**src/rtl/lineScrPkg.sv**
```systemverilog
package lineScrPkg;

  typedef enum logic {
    DIR_DOWN = 1'b0,
    DIR_UP   = 1'b1
  } linkDirT;

  typedef struct packed {
    logic emit;
    logic advance;
    logic pass;
  } scrStrobeT;

endpackage

```
**src/rtl/scrCtrl.sv**
```systemverilog
module scrCtrl
  import lineScrPkg::*;
(
  input  logic      clk,
  input  logic      rst,
  input  logic      inValid,
  input  logic      bypass,
  input  logic      enable,
  output scrStrobeT strobe,
  output logic      outValid
);

  always_comb begin
    strobe.emit    = inValid & enable;
    strobe.advance = inValid & enable & ~bypass;
    strobe.pass    = bypass;
  end

  always_ff @(posedge clk) begin
    if (rst) outValid <= 1'b0;
    else     outValid <= strobe.emit;
  end

  // an accepted bit produces an output valid in the next cycle
  a_r2_valid_follows: assert property (@(posedge clk) disable iff (rst)
    (inValid && enable) |=> outValid);

  // no output while the lane is disabled (receive lane unlocked)
  a_r9_quiet_unlocked: assert property (@(posedge clk) disable iff (rst)
    !enable |=> !outValid);

endmodule

```
**src/rtl/scrPath.sv**
```systemverilog
module scrPath
  import lineScrPkg::*;
#(
  parameter int REG_LEN    = 23,
  parameter int SHORT_TAP  = 5,
  parameter bit DESCRAMBLE = 1'b0
) (
  input  logic      clk,
  input  logic      rst,
  input  scrStrobeT strobe,
  input  logic      inBit,
  output logic      outBit
);

  localparam int LONG_IDX  = REG_LEN - 1;
  localparam int SHORT_IDX = SHORT_TAP - 1;

  logic [REG_LEN-1:0] shiftReg;
  logic               tapXor;
  logic               mixed;
  logic               feedBit;

  assign tapXor = shiftReg[SHORT_IDX] ^ shiftReg[LONG_IDX];
  assign mixed  = inBit ^ tapXor;

  generate
    if (DESCRAMBLE) begin : gFeedLine
      assign feedBit = inBit;
    end else begin : gFeedOut
      assign feedBit = mixed;
    end
  endgenerate

  always_ff @(posedge clk) begin
    if (rst) begin
      shiftReg <= '0;
      outBit   <= 1'b0;
    end else begin
      if (strobe.advance) shiftReg <= {shiftReg[REG_LEN-2:0], feedBit};
      if (strobe.emit)    outBit   <= strobe.pass ? inBit : mixed;
    end
  end

  // a bypassed bit leaves the lane untouched
  a_r3_bypass_raw: assert property (@(posedge clk) disable iff (rst)
    (strobe.emit && strobe.pass) |=> (outBit == $past(inBit)));

  // a bypassed bit does not move the register
  a_r4_bypass_hold: assert property (@(posedge clk) disable iff (rst)
    (strobe.emit && strobe.pass) |=> $stable(shiftReg));

  // no accepted bit, no register movement
  a_r10_idle_hold: assert property (@(posedge clk) disable iff (rst)
    !strobe.emit |=> $stable(shiftReg));

endmodule

```
**src/rtl/lineScrambler.sv**
```systemverilog
module lineScrambler
  import lineScrPkg::*;
#(
  parameter int      REG_LEN  = 23,
  parameter int      DOWN_TAP = 5,
  parameter int      UP_TAP   = 18,
  parameter linkDirT LINK_DIR = DIR_DOWN
) (
  input  logic clk,
  input  logic rst,
  input  logic txInValid,
  input  logic txInBit,
  input  logic txBypass,
  output logic txOutValid,
  output logic txOutBit,
  input  logic rxInValid,
  input  logic rxInBit,
  input  logic rxBypass,
  input  logic rxLocked,
  output logic rxOutValid,
  output logic rxOutBit
);

  localparam int SHORT_TAP = (LINK_DIR == DIR_DOWN) ? DOWN_TAP : UP_TAP;

  scrStrobeT txStrobe;
  scrStrobeT rxStrobe;

  scrCtrl txCtrl (
    .clk(clk), .rst(rst), .inValid(txInValid), .bypass(txBypass),
    .enable(1'b1), .strobe(txStrobe), .outValid(txOutValid)
  );

  scrPath #(.REG_LEN(REG_LEN), .SHORT_TAP(SHORT_TAP), .DESCRAMBLE(1'b0)) txPath (
    .clk(clk), .rst(rst), .strobe(txStrobe), .inBit(txInBit), .outBit(txOutBit)
  );

  scrCtrl rxCtrl (
    .clk(clk), .rst(rst), .inValid(rxInValid), .bypass(rxBypass),
    .enable(rxLocked), .strobe(rxStrobe), .outValid(rxOutValid)
  );

  scrPath #(.REG_LEN(REG_LEN), .SHORT_TAP(SHORT_TAP), .DESCRAMBLE(1'b1)) rxPath (
    .clk(clk), .rst(rst), .strobe(rxStrobe), .inBit(rxInBit), .outBit(rxOutBit)
  );

endmodule

```
**config.mk**
```make
export PLATFORM = sky130hd
export DESIGN_NAME = lineScrambler
export DESIGN_NICKNAME = d
export VERILOG_FILES = /design/src/rtl/lineScrPkg.sv /design/src/rtl/scrCtrl.sv /design/src/rtl/scrPath.sv /design/src/rtl/lineScrambler.sv
export SDC_FILE = /design/constraint.sdc
export NUM_CORES = 1
export LEC_CHECK = 0
export BUFFER_PORTS_ARGS = -buffer_cell sky130_fd_sc_hd__buf_2
export CORE_MARGIN = 4
export CORE_UTILIZATION = 50
export DETAILED_ROUTE_END_ITERATION = 7
export PLACE_DENSITY = 0.64
export SETUP_SLACK_MARGIN = 0.3
export SYNTH_ARGS = -nofsm -noshare
export SYNTH_HDL_FRONTEND = slang
export SYNTH_HIERARCHICAL = 1
export SYNTH_SLANG_ARGS = --single-unit
```
**constraint.sdc**
```tcl
create_clock -name clk -period 1.8 [get_ports clk]
set_input_delay 0.36 -clock clk [delete_from_list [all_inputs] [get_ports clk]]
set_output_delay 0.36 -clock clk [all_outputs]
set_load 0.02 [all_outputs]
```
Word level (Yosys, flattened, before mapping)
Cells that the tools add are included.
{ "word_totals": {"register_bits": 50, "out_inout_bits": 4, "word_cells": 17} }
{ "classes": {"mux": 2, "n_bitwise": 9} }
{ "ops": {"columns": ["operator", "count"], "rows": [
  ["1-bit XOR", 4],
  ["1-bit bitwise AND", 3],
  ["1-bit two-way mux", 2],
  ["1-bit NOT", 2]
]} }

Depth between registers and ports, before layout
Gate-level depths: netlist of the first run.
{ "logic_depth": {"depth_word": 3, "mapped_depth": 5, "depth_no_buf": 3} }

Cells and area by module
The synthesis of the first run kept the hierarchy.
{ "by_module_without_submodules": {"columns": ["mod", "instances", "cells_per_inst", "area_each_um2"], "rows": [
  ["scrPath (txPath)", 1, 83, 873.3],
  ["scrPath (rxPath)", 1, 80, 852.1],
  ["scrCtrl", 2, 5, 52.6],
  ["lineScrambler", 1, 1, 3.8]
]} }

Least setup slack after synthesis of the first run
OpenSTA, ideal clock, no wires.
{ "synth_path": {"path_type": "input port to flip-flop", "from": "input port txBypass", "to": "register txPath.shiftReg[1]", "arrival_ns": 1.209, "required_ns": 1.672, "setup_slack_ns": 0.464, "path_stages": 5, "n_path_buf": 2, "path_cell_list": "and3b_1 > buf_2 > buf_2 > mux2i_1 > nor2_1"} }
{ "synth_between": {"elab_chain_cells": 2} }
{ "synth_rtl": {"columns": ["element", "line_no", "source"], "rows": [
  ["from (decl)", "lineScrambler.sv:13", "input logic txBypass,"],
  ["1-bit NOT", "scrCtrl.sv:15", "strobe.advance = inValid & enable & ~bypass;"],
  ["1-bit bitwise AND", "scrCtrl.sv:15", null],
  ["to (signal assigned)", "scrPath.sv:39", "if (strobe.advance) shiftReg <= {shiftReg[REG_LEN-2:0], feedBit};"],
  ["to (decl)", "scrPath.sv:18", "logic [REG_LEN-1:0] shiftReg;"]
]} }
No other way between the ends.
A chain may end at the register's enable or synchronous reset.

Worst setup path after layout of the first run
{ "layout_path": {"from": "register txPath.shiftReg[4]", "to": "register txPath.shiftReg[0]"} }
{ "layout_between": {"elab_chain_cells": 2} }
{ "layout_rtl": {"columns": ["element", "line_no", "source"], "rows": [
  ["1-bit XOR", "scrPath.sv:23", "assign tapXor = shiftReg[SHORT_IDX] ^ shiftReg[LONG_IDX];"],
  ["1-bit XOR", "scrPath.sv:24", "assign mixed = inBit ^ tapXor;"]
]} }
No other way between the ends.

==> results of run 1 <==
-- stage by stage --
step | total power [mW] | cells | worst slack, ps
final | 1.840 | 234 | 644.8
after global routing | 1.923 | 234 | 589.6
after CTS | 1.874 | 234 | 631.8
after detailed placement | 1.235 | 226 | 421.2
after global placement | 1.231 | 226 | 460.9
after floorplan | 1.208 | 176 | 463.6
-- cell usage after synthesis --
master,instances
mux2i_1,45
o21ai_0,2
inv_1,1
nand4b_1,1
or4b_1,1
dfxtp_1,50
nor2_1,47
conb_1,1
o311ai_1,1
and2_2,2
and3b_1,4
xnor2_1,2
clkbuf_1,5
a311oi_1,2
buf_2,6
buf_4,2
or3_1,2
-- layout make-up --
cell class,count,area share (%)
flip-flops and latches,50,49.14
clock inverters,1,0.2457
inverters,1,0.1843
multi-input cells,112,37.96
repair buffers,17,5.405
clock buffers,7,4.238
well taps,46,2.826
-- worst max-delay path: stages, from the launching register on --
cell and delay, ps:
dfxtp_1 340, xnor2_1 160, or4b_1 480, o311ai_1 90
-- layer usage --
metal | wire (um) | track usage (%) | share of wire, % | vias up
met1 | 1269 | 16.26 | 48 | 528
li1 | - | - | - | 600
met3 | 125 | 3.890 | 4.7 | 7
met5 | 0 | 0 | 0 | -
met2 | 1188 | 21.57 | 45 | 18
met4 | 74 | 8.933 | 2.8 | 0
-- layout by cell type, fill, tap and decap left out, types with 2 or more instances in the layout --
cell      count
a311oi_1      2
and2_2        2
or3_1         2
clkbuf_8      6
mux2i_1      45
o21ai_0       2
conb_1        3
xnor2_1       2
and3b_1       4
buf_2        12
dfxtp_1      50
buf_4         4
nor2_1       47
-- report_power, final --
part / internal, mW / total, mW / switching (mW)
Combinational: 0.0400 / 0.0942 / 0.0542
Clock: 0.310 / 0.633 / 0.323
Sequential: 1.11 / 1.11 / 0.00244
Total: 1.46 / 1.84 / 0.379
-- path summary, 6_finish.rpt --
path / end / depth (start not counted) / start / slack [ps]
worst max-delay path: txPath/shiftReg[0] / 3 / txPath/shiftReg[4] / 640
worst min-delay path: rxCtrl/outValid / 2 / rxInValid / 330
worst min register to register: rxPath/shiftReg[4] / 2 / rxPath/shiftReg[3] / 500
worst max register to register: txPath/shiftReg[0] / 3 / txPath/shiftReg[4] / 640
-- logic make-up (layout without fill, tap and decap cells) --
kind of cell              count (synthesis)  count (layout)  share of synthesized area [%]
muxes                                    45              45                          24.56
buffers and inverters                    14              26                          3.683
xor gates and xnor gates                  2               2                         0.9552
and+or+nand+nor                          57              57                          14.05
AOI/OAI and AO/OA                         5               5                          1.978
other                                     1               3                         0.2044
DFF                                      50              50                          54.57
-- state kept, by name, summed over array words and instances (netlist names) --
register,count
txPath/shiftReg,23
rxPath/outBit,1
txCtrl/outValid,1
rxCtrl/outValid,1
txPath/outBit,1
rxPath/shiftReg,23
==> results.md, run 1 <==
* Reg area at 0.001001 mm2
* Finished layout cell area at 0.002037 mm2
* Synth top area cells: dfxtp_1 55%, mux2i_1 25%, nor2_1 9.6%
* Max Fclk at 865.6 MHz
* Fin crit share at 64.18%
* Max Slew Vio Count at 0
* Setup bufs post-CTS at 0
* Final setup vio count at 0
* WP data arrival at 1360 ps
* Core Area at 0.003442 mm2
* Total leakage power at 0.7667 nW
* Share of layout cells above drive strength 1 at 13.83%
* Syn Area/Cell at 10.54 um2
* DRC errors left at 0
* Max Cap Violations at 0
* # fillers at 312
* Die area at 0.004702 mm2
* Final core occ at 59.18%
* Initial Util at 53.29%
* Clk root buf: clkbuf_8
* Num Clock Sinks at 50
* Total GRT Usage at 13.72%
* CP Launch Type: flop
* Iter 0 DRT Violations at 28
* Outcome: finished, final reports clean
* Register area share after synthesis at 54.57%
* Htree depth at 2
* Synth unique cells at 17
* Worst min-delay path class: input pin to flop
* Die width at 68.57 um
* Final net count at 196
* VDD IR max at 0.6453 mV
* RSZ-0062 raised after global routing: no
* Critical Path Sink Type: flop
* Placed inst area at 0.001946 mm2
* Worst-Skew Late Latency at 290 ps
* Post-synthesis cell area at 0.001834 mm2
* IO buf count at 12
* RePlAce Congestion at 0.6700
* Share of the synthesized area in the top cell type at 54.57%
* Crit-path max FO at 4
* Post-CTS Resized at 0
* Area added between synthesis and finish at 11.05%
* Synth warn at 6
* Num rows at 21
* Multi-input gate area at 773.2 um2
* DR vias at 1153
* Synthesized flop and latch total at 50
* Layout Skew at 4.209 ps
* Clock-pin slew on the worst setup and hold paths at 80 ps
* # diodes at 0
* Minimum clock period at 1155 ps
* Post-CTS Hold Fix Bufs at 0
* Power Dens Cells at 903.5 mW/mm2
* Post-DP HPWL at 1880 um
* Vias in the first global route at 1132
* GR Overflow Total at 0
* Initial antenna violation count at 0
* Syn Inst Count at 174
* TritonRoute pass-1 iters at 4
* Critical Path RT at 2000 ps
* Wire length per cell at 11.35 um
* Leading area contributor after synthesis: dfxtp_1
* Final Hold Fails at 0
* Post-DRT Antenna Nets at 0
* Clock buffer count from CTS at 5
* Hold_ws at 332.2 ps
* Maximum buffer depth of the clock tree at 2
* CTS tree: yes
* Die Y at 68.57 um
* Setup TNS at 0 ps
* IO Pins at 13
* Vias per cell at 4.927
* Crit path kind: flop to flop
* Final wirelength at 2657 um
* Largest net degree at the start of global routing at 28
* First-pass GRT wire length at 4692 um
No activity file was read; power rests on OpenSTA's default activity.
==> run 2, diff against run 1 <==
clock period = 1.1 ns   (was 1.8 ns; I/O delays follow)
==> results.md, run 2 (synthesized netlist as in run 1, its figures left out) <==
* Layout Skew at 7.970 ps (+3.761 ps)
* Top flop regs: rxPath/shiftReg: 23 flops, txPath/shiftReg: 23 flops
* Switching share of power at 21.30% (+0.70 points)
* Placed Instances at 230 (+1.8%)
* Initial antenna violation count at 0 (unchanged)
* Psw at 0.6687 mW (+76%)
* Power Dens Cells at 1327 mW/mm2 (+47%)
* First-pass GRT wire length at 5540 um (+18%)
* Critical Path RT at 1300 ps (-700 ps)
* # fillers at 262 (-16%)
* Crit path max-delay family: flip-flops
* Num rows at 21 (unchanged)
* Worst-Skew Late Latency at 290 ps (about the same)
* Vias in the first global route at 1219 (+7.7%)
* Final setup vio count at 2 (+2)
* Commonest non-fill, non-tap cell in the layout: nor2_1
* Initial Util at 53.29% (unchanged)
* Worst min-delay path class: input pin to flop
* VDD IR max at 0.7923 mV (+23%)
* Hold_ws at 197.4 ps (-134.8 ps)
* Share of layout cells above drive strength 1 at 29.76% (+16 points)
* Slowest-stage cell, CP: dfxtp_2
* Htree depth at 2 (unchanged)
* Clock buffer count from CTS at 5 (unchanged)
* Minimum clock period at 1127 ps (-28.32 ps)
* CP max stage delay at 340 ps (-140 ps)
* Final net count at 213 (+8.7%)
* # diodes at 0 (unchanged)
* Maximum buffer depth of the clock tree at 2 (unchanged)
* CTS tree: yes
* Area added between synthesis and finish at 28.99%
* Comb pwr share at 8.1% (+3.0 points)
* Total GRT Usage at 15.96% (+2.2 points)
* WP data arrival at 1320 ps (-40 ps)
* Clk root buf: clkbuf_8
* Crit path kind: flop to flop
* Num Clock Sinks at 50 (unchanged)
* RSZ-0062 raised after global routing: yes
* Critical Path Sink Type: flop
* Finished layout cell area at 0.002366 mm2 (+16%)
* Fin crit share at 102.4% (+38 points)
* DR vias at 1220 (+5.8%)
* Post-DRT Antenna Nets at 0 (unchanged)
* Final Hold Fails at 0 (unchanged)
* Clock-pin slew on the worst setup and hold paths at 80 ps (about the same)
* Design internal power at 2.470 mW (+69%)
* Outcome: complete, but fails checks
* Max Cap Violations at 0 (unchanged)
* Post-DP HPWL at 1946 um (+3.5%)
* IO Pins at 13 (unchanged)
* Die area at 0.004702 mm2 (unchanged)
* Die Y at 68.57 um (unchanged)
* Clk pwr share at 33.7% (-0.7 points)
* Total leakage power at 0.8956 nW (+17%)
* Max Fclk at 887.4 MHz (+2.5%)
* Final non-filler cell total at 251 (+7.3%)
* IO buf count at 12 (unchanged)
* Iter 0 DRT Violations at 86 (+210%)
* RePlAce Congestion at 0.7809 (+17%)
* Sequential Power Share at 58.2% (-2.3 points)
* CP cell instances: xnor2_2 -> or3_1 -> a311oi_1
* Wire length per cell at 12.76 um (+12%)
* CP Launch Type: flop
* Crit-path max FO at 4 (unchanged)
* Core Area at 0.003442 mm2 (unchanged)
* Max Slew Vio Count at 0 (unchanged)
* PnR worst setup slack at -26.92 ps (-671.7 ps)
* Final wirelength at 3203 um (+21%)
* Placed inst area at 0.001989 mm2 (+2.3%)
* GR Overflow Total at 0 (unchanged)
* Worst path bufs/invs at 0 (unchanged)
* Setup TNS at -48.79 ps (-48.79 ps)
* Most frequent cells in the layout: 47 x nor2_1, 42 x dfxtp_1, 40 x mux2i_1
* DRC errors left at 0 (unchanged)
* Largest net degree at the start of global routing at 39 (+39%)
* TritonRoute pass-1 iters at 4 (unchanged)
* Failing checks: negative setup slack
* Post-place setup slack at -129.3 ps (-550.4 ps)
* Die width at 68.57 um (unchanged)
* Vias per cell at 4.861 (-1.4%)
run 2: what timing repair did:
item / in CTS / in global routing
setup endpoints to repair: 52 / 52
setup buffers: 7 / 1
hold buffers: 0 / 0
pin swaps: 14 / 12
resized for setup: 35 / 7
gates cloned: 4 / 1
run 2: cell type report:
class	count	area (um2)	area share [%]
sequential	50	1011	42.73
multi-input combinational	112	815.8	34.48
timing repair buffer	34	386.6	16.34
clock buffer	7	86.33	3.649
tap	46	57.56	2.433
clock inverter	1	5.005	0.2115
inverter	1	3.754	0.1586
run 2: metal layers:
metal | vias to the layer above | part of all wire (%) | global-route usage (%) | wire length, um
li1 | 639 | - | - | -
met1 | 570 | 49 | 20.67 | 1577
met3 | 2 | 2.3 | 3.890 | 75
met4 | 0 | 0.72 | 5.955 | 23
met2 | 9 | 48 | 25.63 | 1526
met5 | - | 0 | 0 | 0
run 2: metrics by stage:
| stage | total power [mW] | utilization (%) |
|---|---|---|
| floorplan | 1.990 | - |
| global placement | 2.031 | 57.80 |
| detailed placement | 2.035 | 57.80 |
| CTS | 3.164 | 67.54 |
| global route | 3.273 | 68.74 |
| finish | 3.139 | 68.74 |
run 2: power groups by stage:
stage	registers (mW)	logic [mW]	clock network, mW
after floorplan	1.88	0.114	0
final	1.83	0.254	1.06
after CTS	1.83	0.243	1.09
after global routing	1.83	0.270	1.17
after global placement	1.87	0.166	0
after detailed placement	1.87	0.169	0
run 2: worst paths after layout:
kind                             from  cells after the start  slack (ps)             endpoint
hold / removal              rxInValid                      2         200      rxCtrl/outValid
setup reg to reg  txPath/shiftReg[22]                      3         -30        txPath/outBit
hold reg to reg   txPath/shiftReg[16]                      2         500  txPath/shiftReg[16]
setup / recovery  txPath/shiftReg[22]                      3         -30        txPath/outBit
==> run 3, diff against run 2 <==
BUFFER_PORTS_ARGS = -buffer_cell sky130_fd_sc_hd__buf_4   (was -buffer_cell sky130_fd_sc_hd__buf_2)
CORE_MARGIN = unset   (was 4)
==> results.md, run 3 (synthesized netlist as in run 1, its figures left out) <==
* Outcome: complete, but fails checks
* Failing checks: negative setup slack
* Final net count at 201 (-5.6%)
* Htree depth at 2 (unchanged)
* WP data arrival at 1460 ps (+140 ps)
* Post-CTS Hold Fix Bufs at 0 (unchanged)
* Crit-path max FO at 4 (unchanged)
* Initial Util at 53.70% (+0.41 points)
* Wire length per cell at 12.03 um (-5.7%)
* First-pass GRT wire length at 4878 um (-12%)
* TritonRoute pass-1 iters at 4 (unchanged)
* DRC errors left at 0 (unchanged)
* Post-DP HPWL at 1822 um (-6.4%)
* Total GRT Usage at 15.97% (about the same)
* Max Slew Vio Count at 0 (unchanged)
* Max Fclk at 853.4 MHz (-3.8%)
* Share of layout cells above drive strength 1 at 24.87% (-4.9 points)
* IO Pins at 13 (unchanged)
* PnR worst setup slack at -71.82 ps (-44.89 ps)
* Largest net degree at the start of global routing at 52 (+33%)
* Core Area at 0.003416 mm2 (-0.76%)
* Die Y at 62.57 um (-8.8%)
* RePlAce Congestion at 0.7172 (-8.2%)
* Area added between synthesis and finish at 19.58%
* Commonest non-fill, non-tap cell in the layout: nor2_1
* Clock buffer count from CTS at 5 (unchanged)
* Worst-Skew Late Latency at 360 ps (+70 ps)
* IO buf count at 12 (unchanged)
* Worst min-delay path class: input pin to flop
* Placed Instances at 228 (-0.87%)
* Post-place setup slack at -177.0 ps (-47.74 ps)
* Layout Skew at 16.81 ps (+8.837 ps)
* Initial antenna violation count at 0 (unchanged)
* Vias per cell at 4.916 (+1.1%)
* Critical Path Sink Type: flop
* Most frequent cells in the layout: 47 x nor2_1, 42 x mux2i_1, 42 x dfxtp_1
* Final Hold Fails at 0 (unchanged)
* Top flop regs: rxPath/shiftReg: 23 flops, txPath/shiftReg: 23 flops
* Total leakage power at 0.8080 nW (-9.8%)
* DR vias at 1175 (-3.7%)
* Overall Power at 2.827 mW (-9.9%)
* Iter 0 DRT Violations at 56 (-35%)
* Final non-filler cell total at 239 (-4.8%)
* GR Overflow Total at 0 (unchanged)
* # diodes at 0 (unchanged)
* Post-DRT Antenna Nets at 0 (unchanged)
* Die area at 0.003915 mm2 (-17%)
* Max Cap Violations at 0 (unchanged)
* Hold_ws at 116.1 ps (-81.32 ps)
* CTS tree: yes
* Clk root buf: clkbuf_4
* Critical Path RT at 1380 ps (+80 ps)
* CP Launch Type: flop
* Num rows at 21 (unchanged)
* Num Clock Sinks at 50 (unchanged)
* Power Dens Cells at 1289 mW/mm2 (-2.8%)
* Minimum clock period at 1172 ps (+44.89 ps)
* Crit path kind: flop to flop
* Final setup vio count at 2 (unchanged)
* VDD IR max at 0.9553 mV (+21%)
* Final wirelength at 2875 um (-10%)
* Fin crit share at 106.5% (+4.1 points)
* Clock-pin slew on the worst setup and hold paths at 150 ps (+70 ps)
* RSZ-0062 raised after global routing: yes
* Die width at 62.57 um (-8.8%)
* Vias in the first global route at 1144 (-6.2%)
* Maximum buffer depth of the clock tree at 2 (unchanged)
* # fillers at 276 (+5.3%)
==> run 3: layer usage <==
| metal | vias up | share of wire (%) | GRT usage (%) | wire (um) |
|---|---|---|---|---|
| met1 | 543 | 47 | 18.70 | 1362 |
| met3 | 7 | 2.5 | 3.832 | 71 |
| met5 | - | 0 | 0 | 0 |
| li1 | 613 | - | - | - |
| met4 | 0 | 1.9 | 7.849 | 55 |
| met2 | 12 | 48 | 27.17 | 1386 |
==> run 3: stage by stage <==
stage	utilization [%]	instance area, um2	TNS (ps)
after floorplan	-	1882	-26.72
final	64.21	2193	-108.0
after global placement	58.68	2004	-3556
after CTS	61.61	2105	-107.1
after global routing	64.21	2193	-278.5
after detailed placement	58.68	2004	-4760
==> run 3: final cells by class <==
type                    count  area [um2]  share of cell area, %
clock buffers               6       41.29                  1.882
multi-input cells         112       812.0                  37.02
clock inverters             2       13.76                 0.6275
inverters                   1       3.754                 0.1711
well taps                  46       57.56                  2.624
flip-flops and latches     50        1011                  46.09
repair buffers             22       254.0                  11.58
==> run 3: worst max-delay path: stages, from the launching register on <==
cell and delay (ps):
dfxtp_2 360, xnor2_2 150, or4b_4 500, o311ai_2 80
==> run 3: final timing paths <==
check / from / endpoint / slack [ps] / depth (start not counted)
hold reg to reg: rxPath/shiftReg[14] / rxPath/shiftReg[15] / 510 / 2
setup / recovery: txPath/shiftReg[22] / txPath/shiftReg[0] / -70 / 3
hold / removal: txInValid / txCtrl/outValid / 120 / 2
setup reg to reg: txPath/shiftReg[22] / txPath/shiftReg[0] / -70 / 3
==> run 3: power breakdown <==
group / leakage [nW] / switching, mW / total (mW) / internal [mW]
registers: 0.407 / 0.00637 / 1.83 / 1.82
clock network: 0.0322 / 0.536 / 0.788 / 0.252
logic: 0.369 / 0.0996 / 0.211 / 0.111
total: 0.808 / 0.642 / 2.83 / 2.19
==> run 3: what timing repair did <==
item	CTS	global route
setup endpoints to repair	29	39
pin swaps	0	9
setup buffers	0	1
resized for setup	15	15
gates cloned	1	1
